**config.mk**
```make
export PLATFORM = sky130hd
export DESIGN_NAME = nco_ctrl_regs
export DESIGN_NICKNAME = d
export VERILOG_FILES = /design/src/rtl/nco_ctrl_pkg.sv /design/src/rtl/nco_rst_sync.sv /design/src/rtl/nco_sync_level.sv /design/src/rtl/nco_master_bank.sv /design/src/rtl/nco_ctrl_regs.sv
export SDC_FILE = /design/constraint.sdc
export NUM_CORES = 1
export LEC_CHECK = 0
export BUFFER_PORTS_ARGS = -buffer_cell sky130_fd_sc_hd__buf_2
export CAP_MARGIN = 20
export CORE_ASPECT_RATIO = 0.9
export CORE_MARGIN = 2
export CORE_UTILIZATION = 56
export DETAILED_ROUTE_END_ITERATION = 8
export GPL_ROUTABILITY_DRIVEN = 1
export PLACE_DENSITY = 0.79
export SYNTH_ARGS = -nofsm -noshare
export SYNTH_HDL_FRONTEND = slang
export SYNTH_SLANG_ARGS = --single-unit
export TNS_END_PERCENT = 5
```
**constraint.sdc**
```tcl
create_clock -name clk -period 7.45 [get_ports clk]
set_clock_uncertainty 0.1 [all_clocks]
set_input_delay 0.745 -clock clk [delete_from_list [all_inputs] [get_ports clk]]
set_output_delay 0.745 -clock clk [all_outputs]
set_load 0.05 [all_outputs]
```
**src/rtl/nco_ctrl_pkg.sv**
```systemverilog
package nco_ctrl_pkg;
  localparam int DATA_W       = 8;
  localparam int ADDR_W       = 4;
  localparam int FREQ_BYTES   = 6;
  localparam int FREQ_W       = FREQ_BYTES * DATA_W;
  localparam int CENTER_BASE  = 0;
  localparam int OFFSET_BASE  = CENTER_BASE + FREQ_BYTES;
  localparam int CTRL_ADDR    = 13;
  localparam int ACC_RUN_BIT  = 5;
  localparam logic [DATA_W-1:0] CTRL_RESET = DATA_W'(1) << ACC_RUN_BIT;

  typedef logic [FREQ_W-1:0] freq_t;
  typedef logic [DATA_W-1:0] byte_t;
endpackage

```
**src/rtl/nco_rst_sync.sv**
```systemverilog
module nco_rst_sync #(
  parameter int STAGES = 2
) (
  input  logic clk,
  input  logic rst_n,
  output logic rst_sync_n
);
  logic [STAGES-1:0] chain_q, chain_d;

  always_comb chain_d = {chain_q[STAGES-2:0], 1'b1};

  always_ff @(posedge clk or negedge rst_n) begin
    if (!rst_n) chain_q <= '0;
    else        chain_q <= chain_d;
  end

  assign rst_sync_n = chain_q[STAGES-1];
endmodule

```
**src/rtl/nco_sync_level.sv**
```systemverilog
module nco_sync_level #(
  parameter int STAGES = 2
) (
  input  logic clk,
  input  logic rst_n,
  input  logic async_in,
  output logic level
);
  logic [STAGES-1:0] sh_q, sh_d;

  always_comb sh_d = {sh_q[STAGES-2:0], async_in};

  always_ff @(posedge clk or negedge rst_n) begin
    if (!rst_n) sh_q <= '0;
    else        sh_q <= sh_d;
  end

  assign level = sh_q[STAGES-1];
endmodule

```
**src/rtl/nco_master_bank.sv**
```systemverilog
module nco_master_bank
  import nco_ctrl_pkg::*;
(
  input  logic              clk,
  input  logic              rst_n,
  input  logic              wr_go,
  input  logic              wr_en,
  input  logic [ADDR_W-1:0] wr_addr,
  input  byte_t             wr_data,
  output freq_t             center_m,
  output freq_t             offset_m,
  output byte_t             ctrl_m
);
  localparam logic [ADDR_W-1:0] CTRL_A = ADDR_W'(CTRL_ADDR);

  freq_t center_q, center_d, offset_q, offset_d;
  byte_t ctrl_q, ctrl_d;
  logic  hit;

  assign hit = wr_go & wr_en;

  for (genvar gi = 0; gi < FREQ_BYTES; gi++) begin : g_byte
    localparam logic [ADDR_W-1:0] C_A = ADDR_W'(CENTER_BASE + gi);
    localparam logic [ADDR_W-1:0] O_A = ADDR_W'(OFFSET_BASE + gi);
    assign center_d[gi*DATA_W +: DATA_W] =
      (hit && wr_addr == C_A) ? wr_data : center_q[gi*DATA_W +: DATA_W];
    assign offset_d[gi*DATA_W +: DATA_W] =
      (hit && wr_addr == O_A) ? wr_data : offset_q[gi*DATA_W +: DATA_W];
  end

  always_comb ctrl_d = (hit && wr_addr == CTRL_A) ? wr_data : ctrl_q;

  always_ff @(posedge clk or negedge rst_n) begin
    if (!rst_n) begin
      center_q <= '0;
      offset_q <= '0;
      ctrl_q   <= CTRL_RESET;
    end else begin
      center_q <= center_d;
      offset_q <= offset_d;
      ctrl_q   <= ctrl_d;
    end
  end

  assign center_m = center_q;
  assign offset_m = offset_q;
  assign ctrl_m   = ctrl_q;
endmodule

```
**src/rtl/nco_ctrl_regs.sv**
```systemverilog
module nco_ctrl_regs
  import nco_ctrl_pkg::*;
#(
  parameter int SYNC_STAGES = 2
) (
  input  logic              clk,
  input  logic              rst_n,
  input  logic [DATA_W-1:0] wr_data,
  input  logic [ADDR_W-1:0] wr_addr,
  input  logic              wr_strobe,
  input  logic              wr_en,
  input  logic              upd,
  output logic [FREQ_W-1:0] center_word,
  output logic [FREQ_W-1:0] offset_word,
  output logic [DATA_W-1:0] ctrl_word,
  output logic              acc_run
);
  logic  rst_sync_n;
  logic  wr_lvl, upd_lvl;
  logic  wr_prev_q, upd_prev_q, wr_go_q;
  logic  wr_go, upd_rise, xfer;
  freq_t center_m, offset_m, center_q, center_d, offset_q, offset_d;
  byte_t ctrl_m, ctrl_q, ctrl_d;

  nco_rst_sync #(.STAGES(SYNC_STAGES)) u_rst (
    .clk(clk), .rst_n(rst_n), .rst_sync_n(rst_sync_n));

  nco_sync_level #(.STAGES(SYNC_STAGES)) u_wr_sync (
    .clk(clk), .rst_n(rst_sync_n), .async_in(wr_strobe), .level(wr_lvl));

  nco_sync_level #(.STAGES(SYNC_STAGES)) u_upd_sync (
    .clk(clk), .rst_n(rst_sync_n), .async_in(upd), .level(upd_lvl));

  assign wr_go    = wr_lvl & ~wr_prev_q;
  assign upd_rise = upd_lvl & ~upd_prev_q;

  nco_master_bank u_master (
    .clk(clk), .rst_n(rst_sync_n), .wr_go(wr_go), .wr_en(wr_en),
    .wr_addr(wr_addr), .wr_data(wr_data),
    .center_m(center_m), .offset_m(offset_m), .ctrl_m(ctrl_m));

  // Transfer on the update edge, and while update is held, once after each write.
  always_comb begin
    xfer     = upd_lvl & (upd_rise | wr_go_q);
    center_d = xfer ? center_m : center_q;
    offset_d = xfer ? offset_m : offset_q;
    ctrl_d   = xfer ? ctrl_m   : ctrl_q;
  end

  always_ff @(posedge clk or negedge rst_sync_n) begin
    if (!rst_sync_n) begin
      wr_prev_q  <= 1'b0;
      upd_prev_q <= 1'b0;
      wr_go_q    <= 1'b0;
      center_q   <= '0;
      offset_q   <= '0;
      ctrl_q     <= CTRL_RESET;
    end else begin
      wr_prev_q  <= wr_lvl;
      upd_prev_q <= upd_lvl;
      wr_go_q    <= wr_go;
      center_q   <= center_d;
      offset_q   <= offset_d;
      ctrl_q     <= ctrl_d;
    end
  end

  assign center_word = center_q;
  assign offset_word = offset_q;
  assign ctrl_word   = ctrl_q;
  assign acc_run     = ctrl_q[ACC_RUN_BIT];
endmodule

```
==> flow_summary.rst <==
.. list-table::
   :header-rows: 1

   * - Metric
     - Value
   * - Endpoint of the worst register-to-register path
     - u_master.offset_m[42]
   * - CP max stage delay
     - 0.54 ns
   * - Worst r2r src
     - wr_prev_q
   * - GR Util All Layers
     - 0.214
   * - Met3 Use GR
     - 0.0532
   * - Synthesized net count
     - 495
   * - Net Sw Frac
     - 0.315
   * - Wire length of the first global-routing pass
     - 26.1 mm
   * - Post-synthesis register bit count
     - 217
   * - Relative slew margins
     - 0.373
   * - Cell area after technology mapping
     - 8160 µm²
   * - Global-route layer with the greatest usage
     - met2
   * - Stages on worst setup path
     - 1
   * - Number of global-route vias before repair
     - 4,681
   * - Cell class contributing the biggest share of worst-path delay
     - flip-flops
   * - Clock Latency Late Sink
     - 0.49 ns
   * - Run status
     - finished clean
   * - Post-route clock period utilization
     - 0.286
   * - Area contributors post-synth
     - sky130_fd_sc_hd__dfrtp_1, sky130_fd_sc_hd__mux2_2, sky130_fd_sc_hd__mux2_4
   * - Max Transition Viols Final
     - 0
   * - Maximum net fanout on the critical path
     - 3
   * - Critical path endpoint category
     - output port
   * - Clock-pin slew on the worst setup and hold paths
     - 0.06 ns
   * - Number of top-level design ports
     - 122
   * - Die Y-Extent
     - 119 µm
   * - Final design utilization
     - 0.686
   * - Via density per instance
     - 5.40
   * - CTS tree
     - yes
   * - Final HPWL from detailed placement
     - 10.4 mm
   * - H-tree depth reported by CTS
     - 1
   * - Startpoint type of the worst setup path
     - register
   * - Die outline area
     - 15,600 µm²
   * - Class of the most critical hold timing path
     - reg2async
   * - Max-cap violations
     - 0
   * - Final count of negative-setup-slack endpoints
     - 0
   * - Category of the most critical setup path
     - reg2out
   * - Post-synthesis sequential area ratio
     - 0.665
   * - Achievable frequency
     - 470 MHz
   * - Placer congestion estimate
     - 0.742
   * - Total power divided by cell area
     - 336 nW/µm²
   * - Share of post-route cells with drive strength above 1
     - 0.618
   * - Static leakage power
     - 5.07 nW
   * - Worst Max-Slew Pin Slew
     - 0.941 ns
   * - Count of buffering cells on the critical path with inverters included
     - 1
   * - Remaining routing DRC violations
     - 0
   * - Synth Area in Adders
     - 0
   * - Clock sinks
     - 217
   * - Average routed wire per standard cell
     - 20.0 µm
   * - Maximum number of pins on one net before global-route repair
     - 84
   * - Part of the total power dissipated in combinational logic
     - 0.218
   * - Post-synthesis mux area share
     - 0.291
   * - Antenna violations before repair
     - 1
   * - CP Data Arrival Time
     - 1.28 ns
   * - Fraction of the mapped netlist area in compound gates
     - 0.000613
   * - Synthesis warning total
     - 0
   * - GRT met2 Usage
     - 0.351
   * - Max stage delay cell, worst path
     - sky130_fd_sc_hd__dfstp_2
   * - Clock tree buffer depth
     - 3
   * - Antenna Violating Nets Remaining
     - 0
   * - TritonCTS Buffers
     - 22
   * - Number of detailed-routing iterations run before antenna repair
     - 4
   * - Startpoint of the most critical setup path
     - ctrl_word[5]
   * - Overflow left after global routing
     - 0
   * - Die W
     - 131 µm
   * - Path depth of the worst reg2reg path
     - 3
   * - Library cell with the largest summed area after synthesis
     - sky130_fd_sc_hd__dfrtp_1
   * - Net switching power
     - 0.00103 W
   * - Share of total power in sequential cells
     - 0.444
   * - Minimum clock period after layout
     - 2.13 ns
   * - Fin. Hold Viols
     - 0
   * - Setup tns final
     - 0 ns
   * - Worst ir drop on vdd
     - 0.000224 V
   * - Worst path required time
     - 6.61 ns
   * - Total Wirelength
     - 16.2 mm
   * - Share of Yosys cell area claimed by the top area cell type
     - 0.659
   * - Critical Path, Cell by Cell
     - buf_2
   * - Count of different cell masters after synthesis
     - 26
   * - Worst setup endpoint
     - ctrl_word[5]
   * - Synthesized instance count
     - 478
   * - Avg Synthesized Cell Area
     - 17.1 µm²
   * - Part of the power in the clock network
     - 0.338
   * - Cell chosen for the clock root
     - sky130_fd_sc_hd__clkbuf_16
   * - Resized cells post-CTS
     - 0
   * - Post-route total power
     - 0.00327 W
   * - Largest family of logic cells by synthesized area
     - multiplexers
   * - I/O Buffers
     - 121
   * - Via count of the routed design
     - 4,380
   * - Met1 Usage GRT
     - 0.289
   * - Post-Synth Simple-Gate Area
     - 0.0254
   * - RSZ-0062 raised after global routing
     - false
   * - Starting DRC count in detailed routing
     - 146
   * - Area of the core
     - 14,200 µm²
   * - Fraction of synthesized cell area in xor and xnor cells
     - 0
   * - Worst R2R Setup Slack
     - 5.43 ns
   * - Internal cell power
     - 0.00224 W
   * - N_diodes
     - 0
   * - Std-Cell Rows
     - 41
   * - Number of setup buffers added after CTS
     - 0
   * - Post-route cell area
     - 9710 µm²
   * - Total placed instance area
     - 8930 µm²
   * - Growth of design area from synthesis to finish
     - 18.9%
   * - Net count, final
     - 620
   * - Effective utilization at floorplan
     - 0.577
## cells by family after synthesis
group,after synthesis
compound gates,1
buf+inv,30
flops,217
mux,208
other cells,1
simple gates,21
## area by class of cell
cell class / count / area (µm²)
Timing Repair Buffer: 127 / 673
Fill cell: 986 / 4450
Clock inverter: 4 / 52.6
Tap cell: 193 / 241
Multi-Input combinational cell: 231 / 2600
Clock buffer: 35 / 691
Inverter: 4 / 15.0
Sequential cell: 217 / 5440
## Yosys cell counts (all sizes together)
master,instances
nand3,2
buf,12
nor4,1
and4,2
dfrtp,215
nand4bb,2
mux2,208
nor3,4
nand4,2
or4,1
o21ai,1
clkbuf,14
inv,4
and4b,1
nor2b,1
conb,1
nor2,1
nand2,3
and4bb,1
dfstp,2
## per-layer routing
| metal | wire length (µm) | up-vias | share of wire |
|---|---|---|---|
| li1 | - | 1940 | - |
| met1 | 7090 | 2294 | 0.44 |
| met2 | 7820 | 114 | 0.48 |
| met3 | 955 | 30 | 0.059 |
| met4 | 318 | 2 | 0.020 |
| met5 | 11 | - | 0.00068 |
## what timing repair did
action / in CTS / in global routing
endpoints found under the setup margin: 0 / 0
hold endpoints to repair: 2 / 0
hold buffers: 1 / 0
## metrics by stage
stage,hold slack (ns),setup WS [ns],std cells
floorplan,0.231,0.859,478
global placement,0.235,5.03,770
detailed placement,0.239,4.99,770
CTS,0.247,5.13,810
global route,0.172,5.29,811
finish,0.133,5.32,811
## state kept, by name (all words and copies together), names as in the netlist, 2 cells and up
name,flops
center_word,48
ctrl_word,8
offset_word,48
u_master.center_m,48
u_master.ctrl_m,8
u_master.offset_m,48
u_rst.chain_q,2
u_upd_sync.sh_q,2
u_wr_sync.sh_q,2
## power by group through the flow
stage	sequential (W)	combinational, W	clock (W)
3_5_place_dp	0.00148	0.000708	0
5_1_grt	0.00147	0.000746	0.00118
2_1_floorplan	0.00181	0.000192	0
4_1_cts	0.00146	0.000710	0.00112
6_report	0.00145	0.000711	0.00110
3_3_place_gp	0.00146	0.000694	0
## worst min-delay path by stage
stage                                 from                    to  slack [ns]
final                     u_rst.chain_q[1]       center_word[43]        0.13
after global routing      u_rst.chain_q[1]  u_master.center_m[2]        0.17
after CTS                              upd    u_upd_sync.sh_q[0]        0.25
after detailed placement  u_rst.chain_q[0]      u_rst.chain_q[1]        0.24
after global placement    u_rst.chain_q[0]      u_rst.chain_q[1]        0.24
after floorplan           u_rst.chain_q[0]      u_rst.chain_q[1]        0.23
## cell usage in the layout, fill, tap and decap left out, types with 2 or more instances in the layout
master / n
sky130_fd_sc_hd__clkbuf_1: 5
sky130_fd_sc_hd__nand4_2: 2
sky130_fd_sc_hd__dfstp_2: 2
sky130_fd_sc_hd__clkbuf_16: 23
sky130_fd_sc_hd__mux2_4: 8
sky130_fd_sc_hd__mux2_2: 200
sky130_fd_sc_hd__buf_4: 4
sky130_fd_sc_hd__buf_2: 121
sky130_fd_sc_hd__nand2_1: 3
sky130_fd_sc_hd__dfrtp_1: 214
sky130_fd_sc_hd__nor3_2: 3
sky130_fd_sc_hd__and4_1: 2
sky130_fd_sc_hd__inv_1: 4
sky130_fd_sc_hd__clkbuf_8: 7
(Power assumes the default switching activity.)
